[config.mk]
export PLATFORM = sky130hd
export DESIGN_NAME = e1_febe_counter
export DESIGN_NICKNAME = d
export VERILOG_FILES = /design/src/rtl/febe_pkg.sv /design/src/rtl/febe_qualifier.sv /design/src/rtl/febe_accum.sv /design/src/rtl/febe_regbus.sv /design/src/rtl/e1_febe_counter.sv
export SDC_FILE = /design/constraint.sdc
export NUM_CORES = 1
export LEC_CHECK = 0
export BUFFER_PORTS_ARGS = -buffer_cell sky130_fd_sc_hd__clkbuf_2
export CAP_MARGIN = 20
export CORE_MARGIN = 2
export CORE_UTILIZATION = 58
export DETAILED_ROUTE_END_ITERATION = 10
export PLACE_DENSITY_LB_ADDON = 0.3
export SLEW_MARGIN = 30
export SYNTH_ARGS = -nofsm -noshare
export SYNTH_HDL_FRONTEND = slang
export SYNTH_SLANG_ARGS = --single-unit
[constraint.sdc]
create_clock -name clk -period 4.3 [get_ports clk]
set_input_delay 0.215 -clock clk [delete_from_list [all_inputs] [get_ports clk]]
set_output_delay 0.215 -clock clk [all_outputs]
set_load 0.01 [all_outputs]
[src/rtl/febe_pkg.sv]
package febe_pkg;
  localparam int FRAME_W = 4;
  localparam int BYTE_W  = 8;

  function automatic logic [BYTE_W-1:0] pick_byte(input logic [63:0] v, input int lane);
    return v[lane*BYTE_W +: BYTE_W];
  endfunction
endpackage

[src/rtl/febe_qualifier.sv]
module febe_qualifier
  import febe_pkg::*;
#(
  parameter int EFRAME_A = 13,
  parameter int EFRAME_B = 15
) (
  input  logic               mode_e1,
  input  logic               bit_vld,
  input  logic               ebit_in,
  input  logic [FRAME_W-1:0] frame_idx,
  input  logic               fas_sync_ok,
  input  logic               crc_sync_ok,
  input  logic               cas_sync_ok,
  output logic               err_inc
);
  logic in_slot;
  logic aligned;
  logic cas_unused;

  assign in_slot    = (frame_idx == FRAME_W'(EFRAME_A)) || (frame_idx == FRAME_W'(EFRAME_B));
  assign aligned    = fas_sync_ok && crc_sync_ok;
  assign cas_unused = cas_sync_ok;

  always_comb begin
    err_inc = 1'b0;
    if (mode_e1 && bit_vld && in_slot && aligned)
      err_inc = ~ebit_in;
  end
endmodule

[src/rtl/febe_accum.sv]
module febe_accum #(
  parameter int CNT_W = 16
) (
  input  logic             clk,
  input  logic             rst,
  input  logic             err_inc,
  input  logic             latch_clr,
  output logic [CNT_W-1:0] live_cnt,
  output logic [CNT_W-1:0] snap_cnt
);
  localparam logic [CNT_W-1:0] ONE = CNT_W'(1);
  localparam logic [CNT_W-1:0] TOP = {CNT_W{1'b1}};

  always_ff @(posedge clk) begin
    if (rst) begin
      live_cnt <= '0;
      snap_cnt <= '0;
    end else if (latch_clr) begin
      snap_cnt <= live_cnt;
      live_cnt <= err_inc ? ONE : '0;
    end else if (err_inc) begin
      live_cnt <= live_cnt + ONE;
    end
  end

  // running count never wraps
  a_r8_no_wrap: assert property (@(posedge clk) disable iff (rst)
    !(live_cnt == TOP && err_inc && !latch_clr));

  // latch pulse moves old count to snapshot and restarts the live count
  a_r9_latch_moves: assert property (@(posedge clk) disable iff (rst)
    latch_clr |=> (snap_cnt == $past(live_cnt)) && (live_cnt <= ONE));
endmodule

[src/rtl/febe_regbus.sv]
module febe_regbus
  import febe_pkg::*;
#(
  parameter int CNT_W     = 16,
  parameter int ADDR_W    = 8,
  parameter int BASE_ADDR = 'h48
) (
  input  logic              clk,
  input  logic              rst,
  input  logic              rd_en,
  input  logic [ADDR_W-1:0] rd_addr,
  input  logic [CNT_W-1:0]  snap_cnt,
  output logic [BYTE_W-1:0] rd_data
);
  localparam int NLANE = CNT_W / BYTE_W;

  logic [BYTE_W-1:0] lane_val [NLANE];
  logic [NLANE-1:0]  lane_hit;
  logic [BYTE_W-1:0] rd_mux;

  // most significant lane sits at the base address
  for (genvar k = 0; k < NLANE; k++) begin : g_lane
    assign lane_hit[k] = (rd_addr == ADDR_W'(BASE_ADDR + (NLANE - 1 - k)));
    assign lane_val[k] = snap_cnt[k*BYTE_W +: BYTE_W];
  end

  always_comb begin
    rd_mux = '0;
    for (int k = 0; k < NLANE; k++)
      if (lane_hit[k]) rd_mux = rd_mux | lane_val[k];
  end

  always_ff @(posedge clk) begin
    if (rst) rd_data <= '0;
    else     rd_data <= rd_en ? rd_mux : '0;
  end

  // unmapped or idle reads give zero
  a_r11_unmapped_zero: assert property (@(posedge clk) disable iff (rst)
    (!rd_en || (rd_addr < ADDR_W'(BASE_ADDR)) || (rd_addr >= ADDR_W'(BASE_ADDR + NLANE)))
      |=> rd_data == '0);

  // at most one lane decoded per address
  a_r4_one_lane: assert property (@(posedge clk) disable iff (rst) $onehot0(lane_hit));
endmodule

[src/rtl/e1_febe_counter.sv]
module e1_febe_counter
  import febe_pkg::*;
#(
  parameter int CNT_W     = 16,
  parameter int ADDR_W    = 8,
  parameter int BASE_ADDR = 'h48,
  parameter int EFRAME_A  = 13,
  parameter int EFRAME_B  = 15
) (
  input  logic               clk,
  input  logic               rst,
  input  logic               mode_e1,
  input  logic               bit_vld,
  input  logic               ebit_in,
  input  logic [FRAME_W-1:0] frame_idx,
  input  logic               fas_sync_ok,
  input  logic               crc_sync_ok,
  input  logic               cas_sync_ok,
  input  logic               latch_clr,
  input  logic               rd_en,
  input  logic [ADDR_W-1:0]  rd_addr,
  output logic [BYTE_W-1:0]  rd_data
);
  logic             err_inc;
  logic [CNT_W-1:0] live_cnt;
  logic [CNT_W-1:0] snap_cnt;

  febe_qualifier #(.EFRAME_A(EFRAME_A), .EFRAME_B(EFRAME_B)) u_qual (
    .mode_e1(mode_e1), .bit_vld(bit_vld), .ebit_in(ebit_in), .frame_idx(frame_idx),
    .fas_sync_ok(fas_sync_ok), .crc_sync_ok(crc_sync_ok), .cas_sync_ok(cas_sync_ok),
    .err_inc(err_inc)
  );

  febe_accum #(.CNT_W(CNT_W)) u_acc (
    .clk(clk), .rst(rst), .err_inc(err_inc), .latch_clr(latch_clr),
    .live_cnt(live_cnt), .snap_cnt(snap_cnt)
  );

  febe_regbus #(.CNT_W(CNT_W), .ADDR_W(ADDR_W), .BASE_ADDR(BASE_ADDR)) u_bus (
    .clk(clk), .rst(rst), .rd_en(rd_en), .rd_addr(rd_addr),
    .snap_cnt(snap_cnt), .rd_data(rd_data)
  );

  // T1 mode freezes the count
  a_r1_t1_frozen: assert property (@(posedge clk) disable iff (rst)
    (!mode_e1 && !latch_clr) |=> $stable(live_cnt));

  // non-report frames never count
  a_r2_slot_only: assert property (@(posedge clk) disable iff (rst)
    (frame_idx != FRAME_W'(EFRAME_A) && frame_idx != FRAME_W'(EFRAME_B) && !latch_clr)
      |=> $stable(live_cnt));

  // sync loss suspends counting
  a_r6_sync_gate: assert property (@(posedge clk) disable iff (rst)
    ((!fas_sync_ok || !crc_sync_ok) && !latch_clr) |=> $stable(live_cnt));

  // at most one per strobe, none without a strobe
  a_r10_step: assert property (@(posedge clk) disable iff (rst)
    !latch_clr |=> (live_cnt == $past(live_cnt)) ||
                   (live_cnt == $past(live_cnt) + CNT_W'(1) && $past(bit_vld)));
endmodule

Yosys cells after proc, flatten, opt, wreduce, memory -nomap -nowiden
Cells that the tools add are included.
W data, S select, Z words.
{"block": "op_classes", "addsub": 1, "n_eq_ne": 4, "mux": 6, "n_bitwise": 3, "n_reduce_logical": 7}
{"cell": "$mux W16", "n": 2}
{"cell": "$add A16 B1 Y16 const B", "n": 1}
{"cell": "$eq A8 B7 Y1 const B", "n": 2}
{"cell": "$mux W8", "n": 2}
{"cell": "$eq A4 B4 Y1 const B", "n": 2}
{"cell": "$or A8 B8 Y8", "n": 1}
{"cell": "$logic_and A1 B1 Y1", "n": 4}
{"cell": "$mux W1", "n": 2}
{"cell": "$not A1 Y1", "n": 2}
{"cell": "$reduce_bool A2 Y1", "n": 1}
{"cell": "$reduce_or A2 Y1", "n": 1}
{"cell": "$logic_or A1 B1 Y1", "n": 1}
{"block": "totals", "reg_bits": 40, "output_inout_bits": 8, "elab_cells": 24}

Longest topological paths before layout
{"block": "logic_depth", "word_depth": 7, "ltp_mapped": 5}

Hierarchy
Synthesis repeated with hierarchy kept, for this count alone.
{"block": "hier_totals", "hier_cells": 170, "hier_area_um2": 1731.7}
{"module": "febe_accum", "instances": 1, "cells_each": 136, "area_per_inst_um2": 1320.0, "seq_area_each_um2": 640.6}
{"module": "febe_regbus", "instances": 1, "cells_each": 31, "area_per_inst_um2": 392.9, "seq_area_each_um2": 160.2}
{"module": "febe_qualifier", "instances": 1, "cells_each": 3, "area_per_inst_um2": 18.8, "seq_area_each_um2": 0.0}

Least setup slack after synthesis
No wires, ideal clock.
{"block": "synth_path", "path_type": "flip-flop to flip-flop", "from": "register u_acc.live_cnt[1]", "to": "register u_acc.live_cnt[12]", "setup_time_ps": 71, "t_arrival_ps": 1619, "t_required_ps": 4229, "slack_ps": 2610, "stages_incl_launch_ff": 6, "n_path_buf": 0, "path_cell_list": "dfxtp_1 ha_1 nand2_1 or4_1 or3_1 a21oi_1"}
{"block": "synth_via", "elab_chain_cells": 3}
{"item": "start, declared", "line": "febe_accum.sv:8", "source": "output logic [CNT_W-1:0] live_cnt,"}
{"item": "start signal, assigned", "line": "febe_accum.sv:20", "source": "live_cnt <= err_inc ? ONE : '0;"}
{"item": "start signal, assigned", "line": "febe_accum.sv:22", "source": "live_cnt <= live_cnt + ONE;"}
{"item": "$add A16 B1 Y16", "line": "febe_accum.sv:22"}
{"item": "$mux W16", "line": "febe_accum.sv:21", "source": "end else if (err_inc) begin"}
{"item": "$mux W16", "line": "febe_accum.sv:18", "source": "end else if (latch_clr) begin"}
Every way passes these cells. The select of a mux whose other input is x is not followed.
A chain may end at the register's enable or synchronous reset.

Worst setup path after layout
{"block": "layout_path", "from": "register u_acc.live_cnt[0]", "to": "register u_acc.live_cnt[14]"}
Same word-level chain as after synthesis.

==> run metrics <==
register bit total from synthesis 40; CTS Hold Buffers Added 0; initial core utilization 60.34%; Fin Setup TNS 0 ns; CTS tree done; Slowest-stage cell, CP or4_1; clock sinks 40; syn_nets 194; initial antenna violation count 0; EDFF count, synth 0; static leakage 0.7246 nW; total wire length 3.153 mm; Overflow after GRT 0; fin area 1839 µm²; n_diodes 0; HPWL Detailed 2.371 mm; grt met3 use 8.390%; synthesized area 1635 µm²; worst-margin pin slew 0.5629 ns; status completed; # IOs 30; endpoints failing hold 0; worst-path maximum fanout 6; area leader, netlist dfxtp_1; # H-tree levels 2; via count of the first global-routing pass 1263; gr busiest metal met2; period utilization 44.99%; Layout Area Growth over Synthesis 12.47%; Worst EP required 4.58 ns; skew final 0.006981 ns; layout net count 220; Commonest cells post-synth dfxtp_1, nor2_1, mux2i_1, a21oi_1; vias 1345; Iteration-0 DRC Markers 32; Mapped Avg Cell Area 9.563 µm²; Worst path max stage delay 0.63 ns; GRT Util Overall 21.23%; startpoint class of the critical path flop; met1 usage 24.14%; Pwr Density 325.4 nW/µm²; # rows 19; WP data arrival 2.22 ns; clk_lat worst skew 0.35 ns; width of the chip 57.10 µm; Synth area leaders dfxtp_1, mux2i_1, nor2_1; gpl congestion 0.8089; share of layout cells above drive strength 1 19.19%; die height 57.10 µm; Port Buffers 27; Yosys cell types 32; maximum clock frequency 0.5169 GHz; worst setup margin 2.365 ns; Setup Buffers After CTS 0; Mapped Cells 171; dpl cell area 1777 µm²; critical path type reg2reg; final antenna-violating net count 0; # fillers 237; die area 3260 µm²; top_reg_cell synth dfxtp_1; clock input transition at the sequential cells of the worst setup and hold paths 0.12 ns; kind of cell with the highest combined delay on the critical path simple AND/OR/NAND/NOR gates; Worst VDD drop 0.2879 mV; asr flop ratio synth 0%; Final Core Density 67.87%; WP buf/inv 0; first-pass GRT wire length 5.326 mm; drt first pass iters 4; Worst Setup End Kind flop; met2 usage 35.30%; WL/cell 13.77 µm; core area 2710 µm²; total of max-cap violations 0; Clock Path Buffers 2; Vias per Instance 5.873; Synth top area share 48.97%; # DRC 0; largest net degree at the start of global routing 21; register area share after synthesis 48.97%; root buf cell clkbuf_4; cts bufs inserted 5; Syn. warnings 0; fin. max-slew vios 0; RSZ-0062 raised after global routing no; CP cell instances ha_1 > nand2_1 > or4_1 > or3_1 > a21oi_1; Setup WS pre-CTS 2.391 ns; Slew HR 62.47%; Setup-failing EPs final 0; final worst path period need 1.935 ns; most common cell in the synthesized netlist dfxtp_1; cts repair resizes 0; type of the most critical hold path in2reg
## stage by stage
step                total power [W]  hold slack (ns)  cells
global placement          0.0004053           0.4539    221
detailed placement        0.0004063           0.4593    221
CTS                       0.0006027           0.2968    229
global route              0.0006152           0.3102    229
finish                    0.0005984           0.2977    229
floorplan                 0.0003938           0.4417    171
## metal layers
| metal | up-vias | part of all wire, % |
|---|---|---|
| met1 | 625 | 42 |
| met4 | 0 | 1.6 |
| met3 | 5 | 8.4 |
| met5 | - | 0 |
| li1 | 667 | - |
| met2 | 48 | 48 |
## path summary, 6_finish.rpt
kind         cells past startpoint                 end          startpoint  slack (ns)
max reg2reg                      5  u_acc.live_cnt[14]   u_acc.live_cnt[0]        2.37
min                              2   u_acc.snap_cnt[2]                 rst        0.30
max                              5  u_acc.live_cnt[14]   u_acc.live_cnt[0]        2.37
min reg2reg                      1    u_bus.rd_data[2]  u_acc.snap_cnt[10]        0.49
## cell usage in the layout (no fill, tap or decap), drive strengths merged, types with 2 or more instances in the layout
cell type	netlist	final
a22o	8	8
dfxtp	40	40
and4	3	3
nand2	6	6
clkbuf	5	34
nor4	3	3
inv	3	3
nor2	28	28
nand4	3	3
o21ai	9	9
xnor2	4	4
mux2i	16	16
or3	7	7
or4	2	2
xor2	2	2
nand4b	3	3
a21oi	10	10
nand3	7	7
## flip-flops by register name (all words and copies together), names as in the netlist
register,count
u_acc.live_cnt,16
u_acc.snap_cnt,16
u_bus.rd_data,8
## area by class of cell
type | count | area [µm²] | share of cell area [%]
clock buffers | 7 | 55.05 | 2.993
clock inverters | 1 | 7.507 | 0.4082
inverters | 3 | 11.26 | 0.6122
multi-input cells | 120 | 790.8 | 42.99
flip-flops and latches | 40 | 800.8 | 43.54
well taps | 31 | 38.79 | 2.109
repair buffers | 27 | 135.1 | 7.347
## power by group
| group | switching, W | internal [W] |
|---|---|---|
| clock | 0.000121 | 0.0000801 |
| combinational | 0.0000153 | 0.0000119 |
| sequential | 0.0000000416 | 0.000370 |
| total | 0.000136 | 0.000462 |
## cell families after synthesis
logic type                 count (synthesis)  synth area share (%)
adders and majority gates                  1                0.7650
xor gates and xnor gates                   6                 3.213
AOI/OAI and AO/OA                         28                 10.64
muxes                                     16                 9.793
DFF                                       40                 48.97
buffers and inverters                     11                 2.678
and+or+nand+nor                           69                 23.95
No activity file was read; power rests on OpenSTA's default activity.
